File: config.mk
export PLATFORM = sky130hd
export DESIGN_NAME = sdm_crfb6
export DESIGN_NICKNAME = d
export VERILOG_FILES = /design/src/rtl/sdm_crfb6_pkg.sv /design/src/rtl/sdm_sat_tree.sv /design/src/rtl/sdm_ctrl.sv /design/src/rtl/sdm_datapath.sv /design/src/rtl/sdm_crfb6.sv
export SDC_FILE = /design/constraint.sdc
export NUM_CORES = 1
export LEC_CHECK = 0
export BUFFER_PORTS_ARGS = -buffer_cell sky130_fd_sc_hd__buf_4
export CELL_PAD_IN_SITES_DETAIL_PLACEMENT = 0
export CELL_PAD_IN_SITES_GLOBAL_PLACEMENT = 1
export CORE_ASPECT_RATIO = 2
export CORE_UTILIZATION = 47
export CTS_CLUSTER_DIAMETER = 200
export DETAILED_ROUTE_END_ITERATION = 6
export PLACE_DENSITY = 0.76
export SLEW_MARGIN = 20
export SYNTH_ARGS = -nofsm -noshare
export SYNTH_HDL_FRONTEND = slang
export SYNTH_SLANG_ARGS = --single-unit
export TNS_END_PERCENT = 100
File: constraint.sdc
create_clock -name clk -period 6.87 [get_ports clk]
set_clock_uncertainty 0.2 [all_clocks]
set_input_delay 0.687 -clock clk [delete_from_list [all_inputs] [get_ports clk]]
set_output_delay 0.687 -clock clk [all_outputs]
set_load 0.01 [all_outputs]
File: src/rtl/sdm_crfb6_pkg.sv
package sdm_crfb6_pkg;

  localparam int SAMPLE_W    = 24;
  localparam int ORDER       = 6;
  localparam int PAIRS       = ORDER / 2;
  localparam int COEF_W      = 32;
  localparam int TREE_LEVELS = 3;
  localparam int TREE_LEAVES = 1 << TREE_LEVELS;

  // strobes from control to datapath
  typedef struct packed {
    logic update;
    logic clear;
  } sdmStrobe_t;

  // one signed digit of a constant coefficient
  typedef struct packed {
    logic       en;
    logic       neg;
    logic [5:0] sh;
  } csdTerm_t;

  localparam logic [ORDER-1:0][COEF_W-1:0] DEF_FB = {
    32'h4000_0000, 32'h2000_0000, 32'h1000_0000,
    32'h0800_0000, 32'h0400_0000, 32'h4000_0000
  };
  localparam logic [COEF_W-1:0] DEF_IN = 32'h4000_0000;
  localparam logic [PAIRS-1:0][COEF_W-1:0] DEF_G = {
    32'h0040_0000, 32'h16e4632b, 32'h0010_0000
  };

  // idx-th most significant nonzero digit of the canonical signed digit form
  function automatic csdTerm_t csdTerm(input logic [COEF_W-1:0] c, input int idx);
    logic signed [COEF_W+3:0] x;
    int digit [COEF_W+2];
    int seen;
    csdTerm_t t;
    x = {4'b0000, c};
    for (int p = 0; p < COEF_W + 2; p++) begin
      if (x[0]) begin
        if (x[1]) begin
          digit[p] = -1;
          x = x + 1;
        end else begin
          digit[p] = 1;
          x = x - 1;
        end
      end else begin
        digit[p] = 0;
      end
      x = x >>> 1;
    end
    t = '0;
    seen = 0;
    for (int p = COEF_W + 1; p >= 0; p--) begin
      if (digit[p] != 0) begin
        if (seen == idx) begin
          t.en  = 1'b1;
          t.neg = (digit[p] < 0);
          t.sh  = 6'(COEF_W - p);
        end
        seen++;
      end
    end
    return t;
  endfunction

  // magnitude of a feedback weight applied to full scale
  function automatic longint fbLevel(input logic [COEF_W-1:0] a, input int fsLog2);
    logic [63:0] wide;
    wide = 64'(a) << fsLog2;
    return longint'(wide >> COEF_W);
  endfunction

endpackage

File: src/rtl/sdm_sat_tree.sv
module sdm_sat_tree
  import sdm_crfb6_pkg::*;
#(
  parameter int SW = 32
) (
  input  logic signed [SW:0]   leaf [TREE_LEAVES],
  output logic signed [SW-1:0] sum,
  output logic                 clip
);

  localparam int AW = SW + 1 + TREE_LEVELS;
  localparam logic signed [AW-1:0] MAXV = AW'((longint'(1) <<< (SW - 1)) - 1);
  localparam logic signed [AW-1:0] MINV = -AW'(longint'(1) <<< (SW - 1));

  logic signed [AW-1:0] total;

  // balanced pairwise reduction, TREE_LEVELS adder levels deep
  always_comb begin
    logic signed [AW-1:0] acc [TREE_LEAVES];
    for (int i = 0; i < TREE_LEAVES; i++) acc[i] = AW'(leaf[i]);
    for (int lvl = 0; lvl < TREE_LEVELS; lvl++) begin
      for (int i = 0; i < (TREE_LEAVES >> (lvl + 1)); i++) begin
        acc[i] = acc[2*i] + acc[2*i+1];
      end
    end
    total = acc[0];
  end

  always_comb begin
    clip = 1'b0;
    if (total > MAXV) begin
      sum  = MAXV[SW-1:0];
      clip = 1'b1;
    end else if (total < MINV) begin
      sum  = MINV[SW-1:0];
      clip = 1'b1;
    end else begin
      sum = total[SW-1:0];
    end
  end

endmodule

File: src/rtl/sdm_ctrl.sv
module sdm_ctrl
  import sdm_crfb6_pkg::*;
#(
  parameter int IN_W = 32,
  parameter int SW   = 32,
  parameter int HEAD = 4
) (
  input  logic                 clk,
  input  logic                 rst,
  input  logic                 ce,
  input  logic [IN_W-1:0]      sampleIn,
  input  logic                 sampleValid,
  output sdmStrobe_t           strobe,
  output logic signed [SW-1:0] xAligned
);

  localparam int LSH = SW - HEAD - SAMPLE_W;

  logic signed [SAMPLE_W-1:0] xHold;
  logic signed [SAMPLE_W-1:0] xTop;
  logic signed [SW-1:0]       xExt;

  generate
    if (IN_W >= SAMPLE_W) begin : gTrim
      assign xTop = sampleIn[IN_W-1 -: SAMPLE_W];
    end else begin : gPad
      assign xTop = {sampleIn, {(SAMPLE_W-IN_W){1'b0}}};
    end
    if (LSH < 0) begin : gBadHead
      $error("SW-HEAD must be at least the internal sample width");
    end
  endgenerate

  always_ff @(posedge clk) begin
    if (rst) xHold <= '0;
    else if (sampleValid) xHold <= xTop;
  end

  assign xExt     = SW'(xHold);
  assign xAligned = xExt <<< LSH;

  assign strobe.update = ce;
  assign strobe.clear  = rst;

endmodule

File: src/rtl/sdm_datapath.sv
module sdm_datapath
  import sdm_crfb6_pkg::*;
#(
  parameter int SW   = 32,
  parameter int HEAD = 4,
  parameter int NG   = 4,
  parameter int NB   = 2,
  parameter logic [ORDER-1:0][COEF_W-1:0] FB_COEF = DEF_FB,
  parameter logic [COEF_W-1:0]            IN_COEF = DEF_IN,
  parameter logic [PAIRS-1:0][COEF_W-1:0] G_COEF  = DEF_G
) (
  input  logic                 clk,
  input  sdmStrobe_t           strobe,
  input  logic signed [SW-1:0] xAligned,
  output logic                 bitOut,
  output logic                 ovfFlag
);

  localparam int FS_LOG2  = SW - 1 - HEAD;
  localparam int G_BASE   = 2;
  localparam int IN_BASE  = G_BASE + NG;
  localparam int CHAIN_AT = G_BASE + NG;

  logic signed [SW-1:0] st     [ORDER];
  logic signed [SW-1:0] stNext [ORDER];
  logic [ORDER-1:0]     clip;
  logic                 fbBit;

  assign fbBit  = ~st[ORDER-1][SW-1];
  assign bitOut = fbBit;

  generate
    if (IN_BASE + NB > TREE_LEAVES) begin : gTooWide
      $error("signed-digit terms exceed the adder tree width");
    end

    for (genvar k = 0; k < PAIRS; k++) begin : gPair
      localparam logic signed [SW:0] FBA = (SW+1)'(fbLevel(FB_COEF[2*k], FS_LOG2));
      localparam logic signed [SW:0] FBB = (SW+1)'(fbLevel(FB_COEF[2*k+1], FS_LOG2));

      logic signed [SW:0] leafA [TREE_LEAVES];
      logic signed [SW:0] leafB [TREE_LEAVES];

      for (genvar j = 0; j < TREE_LEAVES; j++) begin : gLeafA
        if (j == 0) begin : gSelf
          assign leafA[j] = (SW+1)'(st[2*k]);
        end else if (j == 1) begin : gFb
          assign leafA[j] = fbBit ? -FBA : FBA;
        end else if (j < G_BASE + NG) begin : gRes
          localparam csdTerm_t T = csdTerm(G_COEF[k], j - G_BASE);
          if (T.en) begin : gOn
            // local resonator feedback is subtracted
            assign leafA[j] = T.neg ? (SW+1)'(st[2*k+1] >>> T.sh)
                                    : -(SW+1)'(st[2*k+1] >>> T.sh);
          end else begin : gOff
            assign leafA[j] = '0;
          end
        end else if (k == 0 && j < IN_BASE + NB) begin : gIn
          localparam csdTerm_t T = csdTerm(IN_COEF, j - IN_BASE);
          if (T.en) begin : gOn
            assign leafA[j] = T.neg ? -(SW+1)'(xAligned >>> T.sh)
                                    : (SW+1)'(xAligned >>> T.sh);
          end else begin : gOff
            assign leafA[j] = '0;
          end
        end else if (k > 0 && j == CHAIN_AT) begin : gChain
          assign leafA[j] = (SW+1)'(st[2*k-1]);
        end else begin : gZero
          assign leafA[j] = '0;
        end
      end

      for (genvar j = 0; j < TREE_LEAVES; j++) begin : gLeafB
        if (j == 0) begin : gSelf
          assign leafB[j] = (SW+1)'(st[2*k+1]);
        end else if (j == 1) begin : gPrev
          assign leafB[j] = (SW+1)'(st[2*k]);
        end else if (j == 2) begin : gFb
          assign leafB[j] = fbBit ? -FBB : FBB;
        end else begin : gZero
          assign leafB[j] = '0;
        end
      end

      sdm_sat_tree #(.SW(SW)) uTreeA (
        .leaf (leafA),
        .sum  (stNext[2*k]),
        .clip (clip[2*k])
      );

      sdm_sat_tree #(.SW(SW)) uTreeB (
        .leaf (leafB),
        .sum  (stNext[2*k+1]),
        .clip (clip[2*k+1])
      );
    end
  endgenerate

  always_ff @(posedge clk) begin
    if (strobe.clear) begin
      for (int i = 0; i < ORDER; i++) st[i] <= '0;
      ovfFlag <= 1'b0;
    end else if (strobe.update) begin
      for (int i = 0; i < ORDER; i++) st[i] <= stNext[i];
      ovfFlag <= ovfFlag | (|clip);
    end
  end

endmodule

File: src/rtl/sdm_crfb6.sv
module sdm_crfb6
  import sdm_crfb6_pkg::*;
#(
  parameter int IN_W = 32,
  parameter int SW   = 32,
  parameter int HEAD = 4,
  parameter int NG   = 4,
  parameter int NB   = 2,
  parameter logic [ORDER-1:0][COEF_W-1:0] FB_COEF = DEF_FB,
  parameter logic [COEF_W-1:0]            IN_COEF = DEF_IN,
  parameter logic [PAIRS-1:0][COEF_W-1:0] G_COEF  = DEF_G
) (
  input  logic            clk,
  input  logic            rst,
  input  logic            ce,
  input  logic [IN_W-1:0] sampleIn,
  input  logic            sampleValid,
  output logic            bitOut,
  output logic            ovfFlag
);

  sdmStrobe_t           strobe;
  logic signed [SW-1:0] xAligned;

  sdm_ctrl #(
    .IN_W (IN_W),
    .SW   (SW),
    .HEAD (HEAD)
  ) uCtrl (
    .clk         (clk),
    .rst         (rst),
    .ce          (ce),
    .sampleIn    (sampleIn),
    .sampleValid (sampleValid),
    .strobe      (strobe),
    .xAligned    (xAligned)
  );

  sdm_datapath #(
    .SW      (SW),
    .HEAD    (HEAD),
    .NG      (NG),
    .NB      (NB),
    .FB_COEF (FB_COEF),
    .IN_COEF (IN_COEF),
    .G_COEF  (G_COEF)
  ) uPath (
    .clk      (clk),
    .strobe   (strobe),
    .xAligned (xAligned),
    .bitOut   (bitOut),
    .ovfFlag  (ovfFlag)
  );

endmodule

==> Word-level counts from Yosys, hierarchy flattened <==
Memories as Yosys holds them, arrays and structs flattened.
Index checks and enable logic that the tools add are counted.
{ "classes": {"n_addsub": 21, "n_lt_le_gt_ge": 12, "muxes": 40, "bitwise": 8, "n_reduce_logical": 1} }
{ "ops": {"columns": ["cell", "n"], "rows": [
  ["two-way mux 32 bit", 18],
  ["greater-than comparator 36 x 32 -> 1 bit (second input constant)", 6],
  ["less-than comparator 36 x 32 -> 1 bit (second input constant)", 6],
  ["two-way mux 33 bit", 5],
  ["adder 32 x 33 -> 34 bit", 3],
  ["adder 33 x 33 -> 34 bit", 3],
  ["adder 32 x 32 -> 33 bit", 3],
  ["adder 34 x 33 -> 35 bit", 2],
  ["adder 35 x 26 -> 36 bit", 1],
  ["adder 35 x 32 -> 36 bit", 1],
  ["adder 35 x 33 -> 36 bit", 1],
  ["adder 34 x 34 -> 35 bit", 1],
  ["adder 33 x 27 -> 34 bit", 1],
  ["adder 25 x 32 -> 33 bit", 1],
  ["negator 20 -> 33 bit", 1],
  ["negator 22 -> 33 bit", 1],
  ["negator 29 -> 33 bit", 1],
  ["adder 24 x 21 -> 25 bit", 1],
  ["two-way mux 1 bit", 17],
  ["bitwise OR 1 bit", 7],
  ["OR reduction 6 bit", 1],
  ["NOT 1 bit", 1]
]} }
{ "word_totals": {"register_bits": 25, "ram_bits": 192, "n_memories": 1} }
{ "mem_list": {"columns": ["name", "words", "width", "read_ports", "rd_clocked_by_memory_dff", "wr", "line", "text"], "rows": [
  ["uPath.st", 6, 32, 6, 0, 6, "sdm_datapath.sv:24", "logic signed [SW-1:0] st [ORDER];"]
]} }

==> Depth between registers and ports, before layout <==
Gate-level depths: netlist of run 1.
An unclocked memory read counts as a cell.
{ "depth": {"word_depth": 10, "mapped_depth": 22, "mapped_depth_nobuf": 20} }

==> Hierarchy <==
Synthesis of run 1 repeated with hierarchy kept, for this count alone.
{ "unflattened": {"cells_unflattened": 6189, "area_unflattened_um2": 55988.7} }
{ "by_module_without_submodules": {"columns": ["module", "instances", "cells_each", "area_each_um2", "seq_area_each_um2"], "rows": [
  ["sdm_sat_tree at uPath.gPair[0].uTreeA ...", 2, 962, 7877.6, 0.0],
  ["sdm_datapath", 1, 627, 8494.4, 5785.5],
  ["sdm_sat_tree at uPath.gPair[1].uTreeA", 1, 964, 7905.1, 0.0],
  ["sdm_sat_tree at uPath.gPair[2].uTreeB", 1, 875, 7802.5, 0.0],
  ["sdm_sat_tree at uPath.gPair[2].uTreeA", 1, 868, 7671.1, 0.0],
  ["sdm_sat_tree at uPath.gPair[1].uTreeB", 1, 843, 7412.1, 0.0],
  ["sdm_ctrl", 1, 88, 948.4, 480.5]
]} }

==> Least setup slack after synthesis of run 1 <==
No wires, ideal clock.
{ "synth_timing": {"kind": "reg-to-reg", "from": "mem uPath.st[5][31] (netlist: uPath.st[0][191])", "to": "mem uPath.st[2][24] (netlist: uPath.st[0][88]) (data pin)", "setup_ns": 0.152, "t_arrival_ns": 7.352, "required_time_ns": 6.518, "slack_ns": -0.835, "path_stages_with_launch": 20, "path_buffers": 1, "period_less_slack_ns": 7.705, "path_cell_list": "edfxtp_1 inv_1 fa_1 inv_1 fa_1 inv_1 fa_1 ha_1 ha_1 or3_1 a211oi_1 o21bai_1 a2111oi_0 nor3_1 xnor2_1 or4_1 nand2b_1 nand2_1 clkbuf_1 o21ai_0"} }
{ "synth_lines": {"columns": ["element", "line"], "rows": [
  ["from (decl)", "sdm_datapath.sv:24"]
]} }

==> results of run 1 <==
==> cells by family (layout without fill, tap and decap cells) <==
| kind of cell | after synthesis | count (layout) | synth area share [%] |
|---|---|---|---|
| multiplexers | 31 | 31 | 1.223 |
| AO/OA/AOI/OAI | 740 | 740 | 17.89 |
| XOR/XNOR | 164 | 164 | 5.601 |
| flip-flops | 217 | 217 | 24.31 |
| buffers and inverters | 585 | 627 | 8.576 |
| AND/OR/NAND/NOR | 457 | 457 | 8.479 |
| adder cells (fa/ha/maj) | 573 | 573 | 33.93 |
==> state kept, by name, indices dropped and copies added, names as in the netlist <==
name,flops
uCtrl.xHold,24
uPath.ovfFlag,1
uPath.st,192
==> worst max-delay path: cells and delay by family (launching register included) <==
kind	cells	cell delay, ns
adders and majority gates	5	2.22
buffers and inverters	4	0.60
and+or+nand+nor	3	0.73
xor gates and xnor gates	1	0.11
AOI/OAI and AO/OA	7	1.84
DFF	1	0.49
==> layer usage <==
| metal | vias up | global-route usage, % | part of all wire (%) |
|---|---|---|---|
| li1 | 9538 | - | - |
| met2 | 291 | 54.15 | 60 |
| met3 | 139 | 1.756 | 2.0 |
| met4 | 0 | 13.62 | 5.6 |
| met1 | 9504 | 22.73 | 33 |
| met5 | - | 0 | 0 |
==> layout by cell type, fill, tap and decap left out, types with 27 or more instances in the layout <==
cell type | Yosys | final
sky130_fd_sc_hd__a21o_1 | 108 | 108
sky130_fd_sc_hd__nand3_1 | 30 | 30
sky130_fd_sc_hd__xnor2_1 | 80 | 80
sky130_fd_sc_hd__buf_4 | 2 | 58
sky130_fd_sc_hd__edfxtp_1 | 192 | 192
sky130_fd_sc_hd__nand2b_1 | 31 | 31
sky130_fd_sc_hd__mux2i_1 | 29 | 29
sky130_fd_sc_hd__a21oi_1 | 173 | 173
sky130_fd_sc_hd__ha_1 | 363 | 360
sky130_fd_sc_hd__nand2_1 | 117 | 116
sky130_fd_sc_hd__nor2_1 | 145 | 145
sky130_fd_sc_hd__xor2_1 | 83 | 83
sky130_fd_sc_hd__o21ai_0 | 234 | 203
sky130_fd_sc_hd__fa_1 | 210 | 210
sky130_fd_sc_hd__o21ai_1 | 24 | 51
sky130_fd_sc_hd__o21bai_1 | 27 | 27
sky130_fd_sc_hd__inv_1 | 520 | 519
==> worst paths after layout <==
path | start | end | cells past startpoint
max reg2reg | uPath.st[0][107] | uPath.st[0][70] | 20
min reg2reg | uCtrl.xHold[17] | uCtrl.xHold[17] | 2
max | uPath.st[0][107] | uPath.st[0][70] | 20
min | sampleIn[19] | uCtrl.xHold[11] | 3
==> layout make-up <==
cell class | count | share of cell area (%)
Timing Repair Buffer | 61 | 1.787
Sequential cell | 217 | 22.60
Tap cell | 676 | 3.050
Inverter | 520 | 7.039
Multi-Input combinational cell | 1965 | 62.66
Clock buffer | 33 | 2.437
Clock inverter | 13 | 0.4242
==> through the flow <==
step                hold WS (ns)  cells
finish                    0.1464   3485
global route              0.1366   3485
CTS                       0.1162   3485
detailed placement        0.2820   3439
global placement          0.2752   3439
floorplan                 0.2604   2767
==> impl_metrics.xml, run 1 <==
<?xml version="1.0" encoding="UTF-8"?>
<metrics>
  <group name="clock_tree">
    <metric name="post-cts-setup-buffer-count" unit="">0</metric>
    <metric name="clock_insertion_delay_worst_skew" unit="ns">0.58</metric>
    <metric name="hold_buffers" unit="">0</metric>
    <metric name="clk_root_buffer_cell" unit="">sky130_fd_sc_hd__clkbuf_16</metric>
    <metric name="clk_pin_slew_worst_paths" unit="ns">0.07</metric>
    <metric name="ctsResizeCount" unit="">0</metric>
    <metric name="clk_path_buf_depth" unit="">3</metric>
    <metric name="h_tree_depth_reported_by_cts" unit="">1</metric>
    <metric name="numClockSinks" unit="">217</metric>
    <metric name="tritoncts.num_buffers" unit="">25</metric>
    <metric name="tritoncts" unit="">yes</metric>
  </group>
  <group name="routing">
    <metric name="detail_route.wirelength" unit="um">68600</metric>
    <metric name="drt-pass1-iter-count" unit="">5</metric>
    <metric name="final_antenna_violating_net_count" unit="">0</metric>
    <metric name="route.vias.total" unit="">19470</metric>
    <metric name="drt_iter0_markers" unit="">798</metric>
    <metric name="wire_per_inst" unit="um">19.68</metric>
    <metric name="post_drt_via_cell_ratio" unit="">5.587</metric>
    <metric name="final_routed_drc_violation_total" unit="">0</metric>
  </group>
  <group name="logic_synthesis">
    <metric name="synthesis.yosys.warnings" unit="">0</metric>
    <metric name="ys_seq_elements" unit="">217</metric>
    <metric name="yosys.area.top_type" unit="">sky130_fd_sc_hd__edfxtp_1</metric>
    <metric name="async_reset_ff_share" unit="%">0</metric>
    <metric name="yosysUniqueCellTypes" unit="">82</metric>
    <metric name="netlist_area" unit="um^2">25780</metric>
    <metric name="synth_top_cells_by_area" unit="">sky130_fd_sc_hd__edfxtp_1 22%, sky130_fd_sc_hd__ha_1 18%, sky130_fd_sc_hd__fa_1 16%</metric>
    <metric name="yosysTopAreaCellShare" unit="%">22.37</metric>
    <metric name="sequential_area_share_after_synthesis" unit="%">24.31</metric>
    <metric name="post_synth.cell_area_avg" unit="um^2">9.316</metric>
    <metric name="synthesis.nets" unit="">3376</metric>
    <metric name="synthTopCellsByCount" unit="">520 x sky130_fd_sc_hd__inv_1, 363 x sky130_fd_sc_hd__ha_1, 234 x sky130_fd_sc_hd__o21ai_0</metric>
    <metric name="synth_edf_count" unit="">192</metric>
    <metric name="synth_cells" unit="">2767</metric>
    <metric name="synthMostInstantiatedCell" unit="">sky130_fd_sc_hd__inv_1</metric>
    <metric name="dominant_register_cell_in_the_synthesized_netlist" unit="">sky130_fd_sc_hd__edfxtp_1</metric>
  </group>
  <group name="critical_path">
    <metric name="worstPathArrival" unit="ns">6.61</metric>
    <metric name="critical_path_required" unit="ns">7.09</metric>
    <metric name="crit_path_start_kind" unit="">register</metric>
    <metric name="crit_path_cell_trace" unit="">inv_1, fa_1, fa_1, inv_1, fa_1, inv_1, ha_1, ha_1, a2111oi_0, o21ai_1, a31oi_1, o22ai_1, a21o_1, a31oi_1, xor2_1, or4_1, nand2b_1, nand2_2, buf_12, o21ai_1</metric>
    <metric name="capturing_element_type_of_the_critical_path" unit="">register</metric>
    <metric name="timing.critical_path.slowest_stage_cell" unit="">sky130_fd_sc_hd__fa_1</metric>
    <metric name="critical_setup_path_kind" unit="">register to register</metric>
    <metric name="setup.reg_to_reg.worst_slack" unit="ns">0.48</metric>
    <metric name="cpPeakStageDelay" unit="ns">0.56</metric>
    <metric name="critical_path_peak_fanout" unit="">31</metric>
  </group>
  <group name="flow_run">
    <metric name="drv_cap" unit="">0</metric>
  </group>
  <group name="cells_and_area">
    <metric name="finish.net_count" unit="">3399</metric>
    <metric name="finalCoreUtilization" unit="%">51.02</metric>
    <metric name="final-seq-area" unit="um^2">6266</metric>
    <metric name="drive_gt1_share" unit="%">5.269</metric>
    <metric name="layout.filler_cells" unit="">4979</metric>
    <metric name="layout.cell_area.non_filler" unit="um^2">27730</metric>
    <metric name="syn2layout_area_growth" unit="%">7.562</metric>
    <metric name="antennaDiodeCount" unit="">0</metric>
    <metric name="area_taken_by_multi_input_logic_gates" unit="um^2">17380</metric>
  </group>
  <group name="sta">
    <metric name="measured_slew_at_the_worst_slew_check_pin" unit="ns">1.032</metric>
    <metric name="maxSlewViolCount" unit="">0</metric>
    <metric name="setup_viol_count_final" unit="">0</metric>
    <metric name="fin_crit_share" unit="%">93.01</metric>
    <metric name="layout_min_cycle_time" unit="ns">6.390</metric>
    <metric name="finalWorstSetupSlack" unit="ns">0.4801</metric>
    <metric name="unrepaired_setup_endpoints_after_global_routing" unit="">false</metric>
    <metric name="total_negative_slack_for_setup_checks" unit="ns">0</metric>
    <metric name="timing.max_slew.rel_slack" unit="%">30.91</metric>
    <metric name="fmax" unit="MHz">156.5</metric>
    <metric name="hold_violations" unit="">0</metric>
  </group>
  <group name="placed_design">
    <metric name="detailedPlace.worstSlack" unit="ns">0.4707</metric>
    <metric name="area_after_detailed_placement" unit="um^2">26930</metric>
    <metric name="io_buffer_count" unit="">29</metric>
    <metric name="place.gp.congestion" unit="">0.9032</metric>
    <metric name="detailed_place_hpwl" unit="um">57330</metric>
  </group>
  <group name="grt">
    <metric name="grt_overflow_total" unit="">0</metric>
    <metric name="antenna_found_initial" unit="">0</metric>
    <metric name="global_route_wire_length_before_repair" unit="um">110100</metric>
    <metric name="grt_pass1_vias" unit="">21230</metric>
    <metric name="track_usage" unit="%">25.43</metric>
    <metric name="grt_start_max_net_pins" unit="">128</metric>
  </group>
  <group name="die">
    <metric name="starting_density_of_the_core" unit="%">47.43</metric>
    <metric name="dieWidth" unit="um">167.6</metric>
    <metric name="boundaryPins" unit="">38</metric>
    <metric name="die_area" unit="um^2">55840</metric>
    <metric name="row_count" unit="">121</metric>
    <metric name="fp.dieH" unit="um">333.2</metric>
    <metric name="core_area" unit="um^2">54350</metric>
  </group>
  <group name="status">
    <metric name="status" unit="">finished, final reports clean</metric>
  </group>
  <group name="worst_hold_path">
    <metric name="min-delay-path-class" unit="">input port to register</metric>
  </group>
</metrics>
Power of run 1 is left out: the tool's default activity adds up to more than one toggle a clock period on the data nets, which glitch-free logic cannot reach.
==> inputs of run 2 (changes only) <==
- CORE_UTILIZATION: 47 -> 45
- PLACE_DENSITY: 0.76 -> 0.73
==> run 2 against run 1 <==
  * Core utilization decreased by 1.7 points
  * First-iteration DRC count decreased by 9.6%
  * Setup slack got worse by 0.093 ns
  * Largest cell class unchanged
==> impl_metrics.xml, run 2 (same netlist as run 1, synthesis figures left out) <==
<?xml version="1.0" encoding="UTF-8"?>
<metrics>
  <group name="status">
    <metric name="status" unit="">finished, final reports clean</metric>
  </group>
  <group name="cells_and_area">
    <metric name="mostFrequentLayoutCell" unit="">sky130_fd_sc_hd__inv_1</metric>
    <metric name="largest_register_ffs" unit="">192</metric>
    <metric name="most_flop_heavy_register" unit="">uPath.st</metric>
    <metric name="layout_top_registers" unit="">uPath.st (192), uCtrl.xHold (24), uPath.ovfFlag (1)</metric>
    <metric name="layout.cell_area.non_filler" unit="um^2">27840</metric>
    <metric name="syn2layout_area_growth" unit="%">7.989</metric>
    <metric name="drive_gt1_share" unit="%">5.336</metric>
    <metric name="layout.cells.most_common_list" unit="">519 x sky130_fd_sc_hd__inv_1, 360 x sky130_fd_sc_hd__ha_1, 210 x sky130_fd_sc_hd__fa_1</metric>
    <metric name="antennaDiodeCount" unit="">0</metric>
    <metric name="finalCoreUtilization" unit="%">49.29</metric>
    <metric name="finish.net_count" unit="">3401</metric>
  </group>
  <group name="die">
    <metric name="dieWidth" unit="um">171.2</metric>
    <metric name="boundaryPins" unit="">38</metric>
    <metric name="starting_density_of_the_core" unit="%">45.64</metric>
    <metric name="fp.dieH" unit="um">340.5</metric>
    <metric name="row_count" unit="">123</metric>
    <metric name="core_area" unit="um^2">56480</metric>
    <metric name="die_area" unit="um^2">58300</metric>
  </group>
  <group name="sta">
    <metric name="timing.max_slew.rel_slack" unit="%">31.32</metric>
    <metric name="measured_slew_at_the_worst_slew_check_pin" unit="ns">1.026</metric>
    <metric name="maxSlewViolCount" unit="">0</metric>
    <metric name="fmax" unit="MHz">154.3</metric>
    <metric name="setup_viol_count_final" unit="">0</metric>
    <metric name="fin_crit_share" unit="%">94.36</metric>
    <metric name="layout_min_cycle_time" unit="ns">6.483</metric>
    <metric name="unrepaired_setup_endpoints_after_global_routing" unit="">false</metric>
    <metric name="hold_violations" unit="">0</metric>
  </group>
  <group name="grt">
    <metric name="grt_overflow_total" unit="">0</metric>
    <metric name="antenna_found_initial" unit="">0</metric>
    <metric name="track_usage" unit="%">24.79</metric>
    <metric name="global_route_wire_length_before_repair" unit="um">110600</metric>
    <metric name="grt_start_max_net_pins" unit="">128</metric>
    <metric name="grt_pass1_vias" unit="">21370</metric>
  </group>
  <group name="worst_hold_path">
    <metric name="hold_path_cell_cnt" unit="">3</metric>
    <metric name="min-delay-path-class" unit="">input port to register</metric>
    <metric name="hold-path-endpoint" unit="">uCtrl.xHold[13]</metric>
    <metric name="hold_path.startpoint" unit="">sampleIn[21]</metric>
  </group>
  <group name="critical_path">
    <metric name="critical_path_required" unit="ns">7.11</metric>
    <metric name="critical_path.reg2reg.endpoint" unit="">uPath.ovfFlag</metric>
    <metric name="setup.reg_to_reg.worst_slack" unit="ns">0.39</metric>
    <metric name="capturing_element_type_of_the_critical_path" unit="">register</metric>
    <metric name="critical_path_buf_inv_count" unit="">3</metric>
    <metric name="critical_setup_path_kind" unit="">register to register</metric>
    <metric name="worst_r2r_startpoint" unit="">uPath.st[0][107]</metric>
    <metric name="crit_path_cell_trace" unit="">inv_1, fa_1, fa_1, inv_1, fa_1, inv_1, ha_1, ha_1, a2111oi_0, o21ai_1, a31oi_1, o22ai_1, a21o_1, a31o_2, a221oi_2, xnor2_1, mux2_2, a31oi_1, a211oi_1</metric>
    <metric name="cpPeakStageDelay" unit="ns">0.55</metric>
    <metric name="worstSetupStartpoint" unit="">uPath.st[0][107]</metric>
    <metric name="timing.critical_path.slowest_stage_cell" unit="">sky130_fd_sc_hd__fa_1</metric>
    <metric name="crit_path_start_kind" unit="">register</metric>
    <metric name="logic_depth_of_the_worst_register_to_register_path" unit="">19</metric>
    <metric name="critical-path-top-delay-family" unit="">compound AO/OA/AOI/OAI gates</metric>
    <metric name="critical_path_peak_fanout" unit="">5</metric>
    <metric name="worstPathArrival" unit="ns">6.72</metric>
  </group>
  <group name="clock_tree">
    <metric name="numClockSinks" unit="">217</metric>
    <metric name="clk_path_buf_depth" unit="">3</metric>
    <metric name="ctsResizeCount" unit="">0</metric>
    <metric name="clk_pin_slew_worst_paths" unit="ns">0.07</metric>
    <metric name="tritoncts.num_buffers" unit="">25</metric>
    <metric name="h_tree_depth_reported_by_cts" unit="">1</metric>
    <metric name="clk_root_buffer_cell" unit="">sky130_fd_sc_hd__clkbuf_16</metric>
    <metric name="hold_buffers" unit="">0</metric>
    <metric name="post-cts-setup-buffer-count" unit="">0</metric>
    <metric name="tritoncts" unit="">yes</metric>
    <metric name="clock_insertion_delay_worst_skew" unit="ns">0.59</metric>
  </group>
  <group name="routing">
    <metric name="final_routed_drc_violation_total" unit="">0</metric>
    <metric name="met2WireLength" unit="um">40650</metric>
    <metric name="drt_iter0_markers" unit="">721</metric>
    <metric name="post_drt_via_cell_ratio" unit="">5.492</metric>
    <metric name="route.vias.total" unit="">19560</metric>
    <metric name="final_antenna_violating_net_count" unit="">0</metric>
    <metric name="drt-pass1-iter-count" unit="">5</metric>
    <metric name="met3_wirelength" unit="um">1318</metric>
    <metric name="wire_per_inst" unit="um">19.41</metric>
    <metric name="wl_met1" unit="um">22340</metric>
    <metric name="detail_route.wirelength" unit="um">69110</metric>
    <metric name="route.top_layer_used" unit="">met4</metric>
  </group>
  <group name="flow_run">
    <metric name="drv_cap" unit="">0</metric>
  </group>
  <group name="placed_design">
    <metric name="io_buffer_count" unit="">29</metric>
    <metric name="place.gp.congestion" unit="">0.9210</metric>
    <metric name="area_after_detailed_placement" unit="um^2">27030</metric>
    <metric name="detailed_place_hpwl" unit="um">58070</metric>
  </group>
</metrics>
## run 2: cell count changes in the layout (fill, tap and decap cells not counted), sizes merged
| cell | previous run | this run |
|---|---|---|
| buf | 61 | 63 |
| bufinv | 2 | 0 |
| clkbuf | 33 | 34 |
| clkinv | 9 | 11 |
| clkinvlp | 1 | 0 |
## run 2: layout make-up
type | instances | area [um^2]
clock buffers | 34 | 721.9
clock inverters | 12 | 73.82
fillers | 5421 | 28640
inverters | 520 | 1952
multi-input cells | 1965 | 17380
flip-flops and latches | 217 | 6266
well taps | 750 | 938.4
repair buffers | 63 | 510.5
## run 2: per-stage QoR
step | setup TNS (ns) | worst slack (ns) | hold WS (ns) | std cells
final | 0 | 0.3874 | 0.1306 | 3561
after global routing | 0 | 0.1276 | 0.1244 | 3561
after CTS | 0 | 0.4061 | 0.1027 | 3561
after detailed placement | 0 | 0.4153 | 0.2820 | 3515
after global placement | 0 | 0.4534 | 0.2754 | 3515
after floorplan | -6.286 | -0.2086 | 0.2604 | 2767
## run 2: how the worst max path moves through the flow
stage	cells after the start	slack, ns	to
final	19	0.39	uPath.ovfFlag
after global routing	22	0.13	uPath.st[0][88]
after CTS	19	0.41	uPath.ovfFlag
after detailed placement	19	0.42	uPath.ovfFlag
after global placement	19	0.45	uPath.ovfFlag
after floorplan	18	-0.21	uPath.ovfFlag
## run 2: metal layers
| layer | up-vias | track usage [%] |
|---|---|---|
| li1 | 9546 | - |
| met1 | 9497 | 22.37 |
| met2 | 337 | 51.26 |
| met3 | 177 | 1.453 |
| met4 | 0 | 15.42 |
| met5 | - | 0 |
## run 2: tightest hold or removal path: cells and delay by family
kind                   cells  cell delay, ns
muxes                      1            0.05
buffers and inverters      1            0.07
and+or+nand+nor            1            0.07
Power of run 2 is left out for the same reason.
==> inputs of run 3 (changes only) <==
- CORE_MARGIN: not set -> 3
- TNS_END_PERCENT: 100 -> 5
==> run 3 against run 2 <==
  * Critical path depth grew 1
  * Maximum frequency is 0.58% higher
  * Final area grew 0.22%
  * Largest cell class unchanged
  * Non-clock buffer count stayed put
  * Worst hold slack better by 0.0011 ns
  * Clock-buffer cell count fell by 4
==> impl_metrics.xml, run 3 (same netlist as run 1, synthesis figures left out) <==
<?xml version="1.0" encoding="UTF-8"?>
<metrics>
  <group name="status">
    <metric name="status" unit="">finished, final reports clean</metric>
  </group>
  <group name="cells_and_area">
    <metric name="drive_gt1_share" unit="%">5.439</metric>
    <metric name="largest_register_ffs" unit="">192</metric>
    <metric name="mostFrequentLayoutCell" unit="">sky130_fd_sc_hd__inv_1</metric>
    <metric name="finish.net_count" unit="">3402</metric>
    <metric name="antennaDiodeCount" unit="">0</metric>
    <metric name="syn2layout_area_growth" unit="%">8.232</metric>
    <metric name="layout.filler_cells" unit="">5398</metric>
    <metric name="layout.cells.most_common_list" unit="">519 x sky130_fd_sc_hd__inv_1, 360 x sky130_fd_sc_hd__ha_1, 210 x sky130_fd_sc_hd__fa_1</metric>
    <metric name="layout_top_registers" unit="">uPath.st (192), uCtrl.xHold (24), uPath.ovfFlag (1)</metric>
    <metric name="most_flop_heavy_register" unit="">uPath.st</metric>
  </group>
  <group name="routing">
    <metric name="detail_route.wirelength" unit="um">69760</metric>
    <metric name="drt-pass1-iter-count" unit="">5</metric>
    <metric name="drt_iter0_markers" unit="">757</metric>
    <metric name="final_antenna_violating_net_count" unit="">0</metric>
    <metric name="wire_per_inst" unit="um">19.58</metric>
    <metric name="final_routed_drc_violation_total" unit="">0</metric>
    <metric name="route.vias.total" unit="">19450</metric>
    <metric name="post_drt_via_cell_ratio" unit="">5.460</metric>
  </group>
  <group name="sta">
    <metric name="hold_violations" unit="">0</metric>
    <metric name="unrepaired_setup_endpoints_after_global_routing" unit="">false</metric>
    <metric name="total_negative_slack_for_setup_checks" unit="ns">0</metric>
    <metric name="fmax" unit="MHz">155.2</metric>
    <metric name="timing.max_slew.rel_slack" unit="%">32.59</metric>
    <metric name="layout_min_cycle_time" unit="ns">6.445</metric>
    <metric name="measured_slew_at_the_worst_slew_check_pin" unit="ns">1.007</metric>
    <metric name="fin_crit_share" unit="%">93.82</metric>
    <metric name="maxSlewViolCount" unit="">0</metric>
    <metric name="setup_viol_count_final" unit="">0</metric>
  </group>
  <group name="clock_tree">
    <metric name="clk_path_buf_depth" unit="">3</metric>
    <metric name="clock_insertion_delay_worst_skew" unit="ns">0.59</metric>
    <metric name="clk_pin_slew_worst_paths" unit="ns">0.06</metric>
    <metric name="h_tree_depth_reported_by_cts" unit="">1</metric>
    <metric name="numClockSinks" unit="">217</metric>
    <metric name="clk_root_buffer_cell" unit="">sky130_fd_sc_hd__clkbuf_16</metric>
    <metric name="hold_buffers" unit="">0</metric>
    <metric name="tritoncts" unit="">yes</metric>
    <metric name="tritoncts.num_buffers" unit="">26</metric>
  </group>
  <group name="critical_path">
    <metric name="critical_setup_path_kind" unit="">register to register</metric>
    <metric name="capturing_element_type_of_the_critical_path" unit="">register</metric>
    <metric name="timing.critical_path.slowest_stage_cell" unit="">sky130_fd_sc_hd__fa_1</metric>
    <metric name="critical-path-top-delay-family" unit="">adder cells</metric>
    <metric name="logic_depth_of_the_worst_register_to_register_path" unit="">20</metric>
    <metric name="worstPathArrival" unit="ns">6.57</metric>
    <metric name="critical_path_peak_fanout" unit="">31</metric>
    <metric name="critical_path_required" unit="ns">7.00</metric>
    <metric name="crit_path_cell_trace" unit="">inv_1, fa_1, fa_1, inv_1, fa_1, inv_1, ha_1, ha_1, a2111oi_1, o21ai_1, a31oi_1, o22ai_1, a21o_1, a31o_2, a221oi_2, xnor2_1, nand2b_1, nand2_2, buf_6, o21ai_0</metric>
    <metric name="crit_path_start_kind" unit="">register</metric>
    <metric name="setup.reg_to_reg.worst_slack" unit="ns">0.42</metric>
    <metric name="cpPeakStageDelay" unit="ns">0.55</metric>
    <metric name="critical_path_buf_inv_count" unit="">4</metric>
    <metric name="worst_r2r_startpoint" unit="">uPath.st[0][107]</metric>
    <metric name="critical_path.reg2reg.endpoint" unit="">uPath.st[0][67]</metric>
  </group>
  <group name="grt">
    <metric name="grt_pass1_vias" unit="">21310</metric>
    <metric name="grt_overflow_total" unit="">0</metric>
    <metric name="global_route_wire_length_before_repair" unit="um">110900</metric>
    <metric name="antenna_found_initial" unit="">0</metric>
    <metric name="grt_start_max_net_pins" unit="">103</metric>
    <metric name="track_usage" unit="%">23.52</metric>
  </group>
  <group name="worst_hold_path">
    <metric name="min-delay-path-class" unit="">input port to register</metric>
    <metric name="hold-path-endpoint" unit="">uCtrl.xHold[9]</metric>
    <metric name="hold_path_cell_cnt" unit="">3</metric>
    <metric name="hold_path.startpoint" unit="">sampleIn[17]</metric>
  </group>
  <group name="die">
    <metric name="dieWidth" unit="um">175.2</metric>
    <metric name="core_area" unit="um^2">56480</metric>
    <metric name="fp.dieH" unit="um">344.5</metric>
    <metric name="row_count" unit="">123</metric>
    <metric name="starting_density_of_the_core" unit="%">45.64</metric>
    <metric name="boundaryPins" unit="">38</metric>
    <metric name="die_area" unit="um^2">60370</metric>
  </group>
  <group name="flow_run">
    <metric name="drv_cap" unit="">0</metric>
  </group>
  <group name="placed_design">
    <metric name="place.gp.congestion" unit="">0.9309</metric>
    <metric name="io_buffer_count" unit="">29</metric>
    <metric name="detailed_place_hpwl" unit="um">58770</metric>
  </group>
</metrics>
## run 3: how the worst max path moves through the flow
stage / start / to / cells after the start / slack (ns)
detailed placement: uPath.st[0][107] / uPath.st[0][67] / 20 / 0.28
global route: uPath.st[0][107] / uPath.st[0][67] / 20 / 0.03
floorplan: uPath.st[0][191] / uPath.ovfFlag / 18 / -0.21
global placement: uPath.st[0][107] / uPath.st[0][67] / 20 / 0.31
CTS: uPath.st[0][107] / uPath.st[0][67] / 20 / 0.28
finish: uPath.st[0][107] / uPath.st[0][67] / 20 / 0.42
## run 3: cell type report
cell class	count	area (um^2)	share of cell area [%]
clock buffers	30	665.6	2.386
clock inverters	18	200.2	0.7175
inverters	520	1952	6.996
multi-input cells	1965	17380	62.28
flip-flops and latches	217	6266	22.46
well taps	750	938.4	3.363
repair buffers	63	501.7	1.798
## run 3: metrics by stage
step                setup slack [ns]  instances  area [um^2]  hold slack [ns]  util (%)
floorplan                    -0.2086       2767        25870           0.2604         -
global placement              0.3094       3515        27020           0.2762     47.84
detailed placement            0.2844       3515        27020           0.2836     47.84
CTS                           0.2787       3563        27890          0.09198     49.38
global route                 0.03211       3563        27900           0.1263     49.40
finish                        0.4247       3563        27900           0.1317     49.40
## run 3: per-layer routing
layer,global-route usage (%),vias up,share of wire (%)
met5,0,-,0
met4,12.08,0,5.7
met3,1.564,153,1.8
met2,50.54,281,60
met1,20.99,9477,32
li1,-,9543,-
## run 3: worst reg2reg max path, delay by kind of cell, from the launching register on
kind | cells | cell delay, ns
xor gates and xnor gates | 1 | 0.19
AOI/OAI and AO/OA | 8 | 2.16
and+or+nand+nor | 2 | 0.27
DFF | 1 | 0.48
adders and majority gates | 5 | 2.22
buffers and inverters | 4 | 0.65
## run 3: what timing repair did
action                                  in CTS  in global routing
resized for setup                            0                  2
buffers inserted                             0                  0
endpoints found under the setup margin       0                 32
Power of run 3 is left out for the same reason.
